**config.mk**
```make
export PLATFORM = sky130hd
export DESIGN_NAME = irq_prio_ctrl
export DESIGN_NICKNAME = d
export VERILOG_FILES = /design/src/rtl/irqc_pkg.sv /design/src/rtl/irqc_prio_enc.sv /design/src/rtl/irqc_ctrl.sv /design/src/rtl/irqc_datapath.sv /design/src/rtl/irq_prio_ctrl.sv
export SDC_FILE = /design/constraint.sdc
export NUM_CORES = 1
export LEC_CHECK = 0
export BUFFER_PORTS_ARGS = -buffer_cell sky130_fd_sc_hd__buf_2
export CORE_MARGIN = 3
export CORE_UTILIZATION = 45
export CTS_BUF_LIST = sky130_fd_sc_hd__clkbuf_4 sky130_fd_sc_hd__clkbuf_8
export DETAILED_ROUTE_END_ITERATION = 10
export PLACE_DENSITY_LB_ADDON = 0.05
export SLEW_MARGIN = 20
export SYNTH_ARGS = -nofsm -noshare
export SYNTH_HDL_FRONTEND = slang
export SYNTH_HIERARCHICAL = 1
export SYNTH_SLANG_ARGS = --single-unit
```
**constraint.sdc**
```tcl
create_clock -name clk -period 3.2 [get_ports clk]
set_input_delay 0.48 -clock clk [delete_from_list [all_inputs] [get_ports clk]]
set_output_delay 0.48 -clock clk [all_outputs]
set_load 0.01 [all_outputs]
```
**src/rtl/irqc_pkg.sv**
```systemverilog
package irqc_pkg;
  localparam int LEVEL_CNT = 4;
  localparam int FIELD_W   = 2;

  typedef logic [FIELD_W-1:0] lvlField_t;

  // strobes from the bus decode to the datapath
  typedef struct packed {
    logic fieldWr;
    logic baseWr;
    logic fieldRd;
    logic baseRd;
  } regStrobe_t;
endpackage

```
**src/rtl/irqc_prio_enc.sv**
```systemverilog
module irqc_prio_enc #(
  parameter int N     = 82,
  parameter int IDX_W = 7
) (
  input  logic [N-1:0]     req,
  output logic             hit,
  output logic [IDX_W-1:0] idx
);
  always_comb begin
    idx = '0;
    for (int i = N - 1; i >= 0; i--) begin
      if (req[i]) idx = IDX_W'(i);
    end
    hit = |req;
  end
endmodule

```
**src/rtl/irqc_ctrl.sv**
```systemverilog
module irqc_ctrl
  import irqc_pkg::*;
#(
  parameter int ADDR_W    = 5,
  parameter int NUM_REGS  = 11,
  parameter int BASE_ADDR = 16
) (
  input  logic              busSel,
  input  logic              busWr,
  input  logic [ADDR_W-1:0] busAddr,
  output regStrobe_t        strb
);
  logic inFields;
  logic inBase;

  always_comb begin
    inFields     = int'(busAddr) < NUM_REGS;
    inBase       = int'(busAddr) == BASE_ADDR;
    strb.fieldWr = busSel && busWr && inFields;
    strb.baseWr  = busSel && busWr && inBase;
    strb.fieldRd = busSel && !busWr && inFields;
    strb.baseRd  = busSel && !busWr && inBase;
  end
endmodule

```
**src/rtl/irqc_datapath.sv**
```systemverilog
module irqc_datapath
  import irqc_pkg::*;
#(
  parameter int NUM_SRC   = 82,
  parameter int NUM_FIXED = 2,
  parameter int DATA_W    = 16,
  parameter int BASE_W    = 9,
  parameter int ADDR_W    = 5
) (
  input  logic                      clk,
  input  logic                      rst_n,
  input  regStrobe_t                strb,
  input  logic [ADDR_W-1:0]         regIdx,
  input  logic [DATA_W-1:0]         busWdata,
  output logic [DATA_W-1:0]         busRdata,
  input  logic [NUM_SRC-1:0]        irq,
  input  logic [1:0]                coreMask,
  output logic                      pending,
  output logic [BASE_W+$clog2(NUM_SRC)-1:0] vecAddr
);
  localparam int SRC_PER_REG = DATA_W / FIELD_W;
  localparam int VEC_W       = $clog2(NUM_SRC);

  logic [NUM_SRC*FIELD_W-1:0] fieldVec;
  logic [NUM_SRC-1:0]         srcEn;
  logic [NUM_SRC*FIELD_W-1:0] srcLvl;
  logic [BASE_W-1:0]          vecBase;

  // per-source level storage; fixed sources are constants
  for (genvar i = 0; i < NUM_SRC; i++) begin : g_src
    if (i < NUM_FIXED) begin : g_fixed
      assign fieldVec[i*FIELD_W +: FIELD_W] = 2'b11;
      assign srcEn[i]                       = 1'b1;
      assign srcLvl[i*FIELD_W +: FIELD_W]   = 2'd3;
    end else begin : g_prog
      lvlField_t fieldQ;
      always_ff @(posedge clk or negedge rst_n) begin
        if (!rst_n) begin
          fieldQ <= 2'b00;
        end else if (strb.fieldWr && int'(regIdx) == i / SRC_PER_REG) begin
          fieldQ <= busWdata[(i % SRC_PER_REG)*FIELD_W +: FIELD_W];
        end
      end
      assign fieldVec[i*FIELD_W +: FIELD_W] = fieldQ;
      assign srcEn[i]                       = fieldQ != 2'b00;
      assign srcLvl[i*FIELD_W +: FIELD_W]   = fieldQ - 2'd1;
    end
  end

  always_ff @(posedge clk or negedge rst_n) begin
    if (!rst_n)           vecBase <= '0;
    else if (strb.baseWr) vecBase <= busWdata[BASE_W-1:0];
  end

  // one encoder per level
  logic [LEVEL_CNT-1:0] lvlHit;
  logic [VEC_W-1:0]     lvlIdx [LEVEL_CNT];

  for (genvar l = 0; l < LEVEL_CNT; l++) begin : g_lvl
    logic [NUM_SRC-1:0] lvlReq;
    for (genvar i = 0; i < NUM_SRC; i++) begin : g_req
      assign lvlReq[i] = irq[i] && srcEn[i] &&
                         (srcLvl[i*FIELD_W +: FIELD_W] == FIELD_W'(l));
    end
    irqc_prio_enc #(.N(NUM_SRC), .IDX_W(VEC_W)) u_enc (
      .req (lvlReq),
      .hit (lvlHit[l]),
      .idx (lvlIdx[l])
    );
  end

  logic             winValid;
  logic [VEC_W-1:0] winIdx;

  always_comb begin
    winValid = 1'b0;
    winIdx   = '0;
    for (int l = 0; l < LEVEL_CNT; l++) begin
      if (lvlHit[l] && (l >= int'(coreMask))) begin
        winValid = 1'b1;
        winIdx   = lvlIdx[l];
      end
    end
  end

  always_ff @(posedge clk or negedge rst_n) begin
    if (!rst_n) begin
      pending <= 1'b0;
      vecAddr <= '0;
    end else begin
      pending <= winValid;
      vecAddr <= winValid ? {vecBase, winIdx} : '0;
    end
  end

  // register readback
  logic [DATA_W-1:0] fieldRdData;
  always_comb begin
    fieldRdData = '0;
    for (int i = 0; i < NUM_SRC; i++) begin
      if (int'(regIdx) == i / SRC_PER_REG)
        fieldRdData[(i % SRC_PER_REG)*FIELD_W +: FIELD_W] = fieldVec[i*FIELD_W +: FIELD_W];
    end
    if (strb.fieldRd)     busRdata = fieldRdData;
    else if (strb.baseRd) busRdata = DATA_W'(vecBase);
    else                  busRdata = '0;
  end
endmodule

```
**src/rtl/irq_prio_ctrl.sv**
```systemverilog
module irq_prio_ctrl
  import irqc_pkg::*;
#(
  parameter int NUM_SRC   = 82,
  parameter int NUM_FIXED = 2,
  parameter int DATA_W    = 16,
  parameter int BASE_W    = 9,
  parameter int ADDR_W    = 5,
  parameter int BASE_ADDR = 16
) (
  input  logic                              clk,
  input  logic                              rst_n,
  input  logic                              busSel,
  input  logic                              busWr,
  input  logic [ADDR_W-1:0]                 busAddr,
  input  logic [DATA_W-1:0]                 busWdata,
  output logic [DATA_W-1:0]                 busRdata,
  input  logic [NUM_SRC-1:0]                irq,
  input  logic [1:0]                        coreMask,
  output logic                              pending,
  output logic [BASE_W+$clog2(NUM_SRC)-1:0] vecAddr
);
  localparam int SRC_PER_REG = DATA_W / FIELD_W;
  localparam int NUM_REGS    = (NUM_SRC + SRC_PER_REG - 1) / SRC_PER_REG;

  regStrobe_t strb;

  irqc_ctrl #(
    .ADDR_W(ADDR_W), .NUM_REGS(NUM_REGS), .BASE_ADDR(BASE_ADDR)
  ) u_ctrl (
    .busSel (busSel),
    .busWr  (busWr),
    .busAddr(busAddr),
    .strb   (strb)
  );

  irqc_datapath #(
    .NUM_SRC(NUM_SRC), .NUM_FIXED(NUM_FIXED), .DATA_W(DATA_W),
    .BASE_W(BASE_W), .ADDR_W(ADDR_W)
  ) u_dp (
    .clk     (clk),
    .rst_n   (rst_n),
    .strb    (strb),
    .regIdx  (busAddr),
    .busWdata(busWdata),
    .busRdata(busRdata),
    .irq     (irq),
    .coreMask(coreMask),
    .pending (pending),
    .vecAddr (vecAddr)
  );
endmodule

```
# Word-level counts from Yosys, hierarchy flattened

Index checks and enable logic that the tools add are counted.

Logic and storage cells: 1418
Output and inout port bits: 33
Register bits after elaboration: 186
Bits of input ports: 109

Equal/unequal tests: 251
Order comparisons: 4
Muxes and demuxes: 414
$add $sub $neg: 80
Reductions and logical operators: 586

Operators with widths:

| cell                                                                               | number |
|---|---|
| 7-bit two-way mux                                                                  | 326 |
| 1-bit logical AND                                                                  | 420 |
| 2-bit equality test, second input constant                                         | 160 |
| 80-bit OR reduction                                                                | 3 |
| 2-bit two-way mux                                                                  | 81 |
| 2-bit by 1-bit equality test with 1-bit output, second input constant              | 80 |
| 2-bit zero test                                                                    | 80 |
| 2-bit nonzero test                                                                 | 80 |
| 2-bit by 1-bit subtractor with 2-bit output, second input constant                 | 80 |
| 82-bit OR reduction                                                                | 1 |
| 16-bit two-way mux                                                                 | 2 |
| 5-bit by 4-bit equality test with 1-bit output, second input constant              | 4 |
| 5-bit equality test, second input constant                                         | 4 |
| 5-bit by 3-bit equality test with 1-bit output, second input constant              | 2 |
| 9-bit two-way mux                                                                  | 1 |
| 5-bit by 2-bit equality test with 1-bit output, second input constant              | 1 |
| 5-bit zero test                                                                    | 1 |
| 5-bit by 4-bit less-than comparator with 1-bit output, second input constant       | 1 |
| 1-bit by 2-bit greater-or-equal comparator with 1-bit output, first input constant | 2 |
| 1-bit two-way mux                                                                  | 4 |
| 2-bit greater-or-equal comparator, first input constant                            | 1 |
| 1-bit zero test                                                                    | 1 |

# Longest topological paths before layout

Depth in word-level cells: 88
Depth in mapped cells: 14
Mapped depth without buffers: 13

# Modules after synthesis

Netlist, hierarchy kept.

Modules (own cells, without submodules):

| module        | area an instance (um^2) | cells an instance | instances | seq. area each (um^2) |
|---|---|---|---|---|
| irqc_datapath | 10799.1                 | 1126              | 1         | 4654.5 |
| irqc_prio_enc | 1049.8                  | 186               | 4         | 0.0 |
| irqc_ctrl     | 53.8                    | 8                 | 1         | 0.0 |

# Worst setup path after synthesis

Ideal clock, no wire load.

Path kind: in2reg
Start point: in irq[28]
End point: reg u_dp.vecAddr[0]
Setup time: 0.077 ns
Arrival: 2.697 ns
Path slack: 0.425 ns
Buffers on the path: 0
Stages: 13
Required time: 3.123 ns
Cells stage by stage: nand2_1 nor2_1 or3_1 or4_1 nor3_2 o211ai_1 o311a_1 a2111oi_1 nor2b_1 a22oi_1 nor2_1 nor2_1 a21oi_1

RTL lines:

| element              | RTL line            | text |
|---|---|---|
| from (decl)          | irq_prio_ctrl.sv:18 | `input logic [NUM_SRC-1:0] irq,` |
| to (signal assigned) | irqc_datapath.sv:92 | `vecAddr <= winValid ? {vecBase, winIdx} : '0;` |
| to (decl)            | irqc_datapath.sv:19 | `output logic [BASE_W+$clog2(NUM_SRC)-1:0] vecAddr` |

==> metrics.cfg <==
[outcome]
status = finished clean

[critical_path]
end_kind = flop
setup.worst_path.start_class = flop
crit_type = flop to flop
worstPathRequired_ns = 3.59
crit_path_max_incr_delay_ns = 0.53
crit_fanout = 5
path_cells = nand2_1, nor2_2, inv_1, a21oi_1, o21ai_0, buf_4, a2111oi_0, buf_4, o311a_1, a2111oi_2, nor2b_2, a22oi_1, nor2_1, nor2_1, a21oi_2
critPathSlowestCell = a2111oi_0
cp.arrival_ns = 3.45

[clocking]
htreeDepth = 4
cts_tree = built
cts_sinks = 186
root_buffer = clkbuf_8
clk_latency_ns = 0.50
clockBufferDepth = 2
clk_pin_slew_ns = 0.12
cts_buffers = 17

[timing]
worst_pin_slew_ns = 0.850
setup_viol = 0
rsz0062_at_grt = no
timing.final.max_slew_violations = 0
fmax_ghz = 0.327
tns_ns = 0
worst_hold_slack_ns = 0.383
slew_headroom_pct = 43.3
fin_ws_ns = 0.139
hold_viol = 0
fin_skew_ns = 0.0198
fin_crit_ns = 3.06
period_share_pct = 95.7

[route]
via_per_inst = 5.97
drt-initial-drc-count = 2007
wire_per_inst_um = 24.0
drc = 0
wl_um = 69000
drt.antenna.violating_nets = 0
routed-via-count = 17138
firstDrtPassIters = 8

[worst_hold_path]
hold_class = input port to asynchronous set/reset pin

[pwr]
peakVddDrop_mv = 0.410
p_leak_nw = 9.63
p_per_area_nw_per_um2 = 343

[finish]
drive_gt1_share_pct = 22.3
antennaDiodeCount = 0
synthToLayoutAreaGrowth_pct = 24.6
fin_nets = 2527

[floorplan]
die_h_um = 189
ios = 142
die_x_um = 189
core-area_um2 = 32800
dieArea_um2 = 35700
start_util_pct = 45.9
core.rowCount = 66

[global_route]
grt.total_usage_pct = 37.9
grt_pass1_wl_um = 101000
grt_pass1_vias = 15818
grt_overflow = 0
grt_max_degree = 113
antenna_found_initial = 2

[place]
pre_cts_slack_ns = -0.0468
port_buffers = 141
dp_hpwl_um = 55300
gp_congestion = 1.01

[run]
cap_viol_max_count = 0

[synthesis]
synth_edf_count = 0
synth_xor_area_share_pct = 0
synth_area_um2 = 15100
avgSynthCellArea_um2 = 8.01
yosysUniqueCellTypes = 72
postSynthCellCount = 1878
ys_ff_latch = 186
synth_top_family_by_area = simple AND/OR/NAND/NOR gates
synth_compound_area_share_pct = 16.8
yosysSeqAreaShare_pct = 30.9
yosys_warnings = 6
synthSimpleGateAreaFrac_pct = 34.0
synth-main-ff-cell = dfrtp_1
async_flop_share_pct = 100
synthMuxAreaShare_pct = 15.1
synthAdderAreaFrac_pct = 0

[where the power goes]
| part | internal (W) | switching, W | total (W) | leakage, nW |
|---|---|---|---|---|
| Sequential | 0.00251 | 0.000271 | 0.00278 | 2.54 |
| Clock | 0.000621 | 0.00106 | 0.00168 | 0.207 |
| Combinational | 0.000819 | 0.00116 | 0.00197 | 6.89 |
| Total | 0.00395 | 0.00249 | 0.00643 | 9.63 |
[cells by family after synthesis]
logic type,after synthesis
other cells,1
buf+inv,115
mux,199
compound gates,393
flops,186
simple gates,984
[timing repair]
item,in CTS,in global routing
endpoints found under the hold margin,12,0
buffers inserted,0,0
gates resized for setup,0,17
hold buffers,1,0
endpoints found under the setup margin,0,5
[final timing paths]
path,start,cells after the start,end,slack (ns)
worst max-delay path,u_dp/g_src[56].g_prog.fieldQ[0],15,u_dp/vecAddr[0],0.14
worst min-delay path,rst_n,2,u_dp/vecAddr[2],0.38
worst max register to register,u_dp/g_src[56].g_prog.fieldQ[0],15,u_dp/vecAddr[0],0.14
worst min register to register,u_dp/vecBase[1],1,u_dp/vecAddr[8],0.56
max in group asynchronous,rst_n,3,u_dp/g_src[71].g_prog.fieldQ[0],1.67
min in group clk,coreMask[1],4,u_dp/vecAddr[6],0.42
[worst max-delay path, delay by kind of cell, from the launching register on]
family                 cells  cell delay (ns)
AOI/OAI and AO/OA          7             1.27
buffers and inverters      3             0.49
DFF                        1             0.49
and+or+nand+nor            5             0.72
[flip-flops by register name, indices dropped and copies added, names as in the netlist]
signal                    count
u_dp/g_src.g_prog.fieldQ    160
u_dp/vecAddr                 16
u_dp/vecBase                  9
u_dp/pending                  1
[area by class of cell]
class	count	area, um2
Clock buffer	18	248
Clock inverter	14	168
Fill cell	3169	14000
Inverter	51	191
Multi-Input combinational cell	1883	11100
Sequential cell	186	4660
Tap cell	442	553
Timing Repair Buffer	279	1820
[Yosys cell counts (13+ instances only)]
master     count  area, um2
nor2_1       269       1010
nand2_1      198        743
dfrtp_1      186       4650
mux2_2       170       1910
a21oi_1      113        566
nor3_1        97        485
o21ai_0       87        435
and3_1        85        532
nor4_1        68        425
inv_1         51        191
or4_1         40        300
nor2b_1       34        213
and3b_1       31        272
nand3_1       31        155
nand2b_1      30        188
clkbuf_1      27        101
buf_2         22        110
a31oi_1       21        131
and2_1        19        119
a211oi_1      18        135
mux2i_1       18        180
a2111oi_0     16        140
o31ai_1       16        120
o21a_1        15        113
or2_2         13       81.3
[placed cells by master (no fill, tap or decap), types with 21 or more instances in the layout]
cell	count
nor3_1	97
nor2_1	267
nor2b_1	32
or4_1	40
buf_2	140
nand2_1	198
and3_1	85
buf_4	132
nor4_1	67
mux2_2	170
nand2b_1	30
a21oi_1	112
conb_1	307
o21ai_0	87
a31oi_1	21
inv_1	51
nand3_1	31
dfrtp_1	184
and3b_1	31
[stage by stage]
stage / cell area [um2] / total power [W] / std cells / utilization, %
2_1_floorplan: 16200 / 0.00364 / 2184 / -
3_3_place_gp: 18300 / 0.00467 / 2840 / 55.7
3_5_place_dp: 18300 / 0.00468 / 2840 / 55.7
4_1_cts: 18700 / 0.00635 / 2873 / 57.0
5_1_grt: 18800 / 0.00668 / 2873 / 57.2
6_report: 18800 / 0.00643 / 2873 / 57.2
[per-layer routing]
| layer | GRT usage [%] | part of all wire (%) | wire length (um) |
|---|---|---|---|
| met5 | 0 | 0 | 0 |
| met4 | 15.9 | 4.6 | 3180 |
| met3 | 8.28 | 11 | 7520 |
| met2 | 58.1 | 43 | 30000 |
| met1 | 52.1 | 41 | 28300 |
Power figures use the tool's default switching activity.
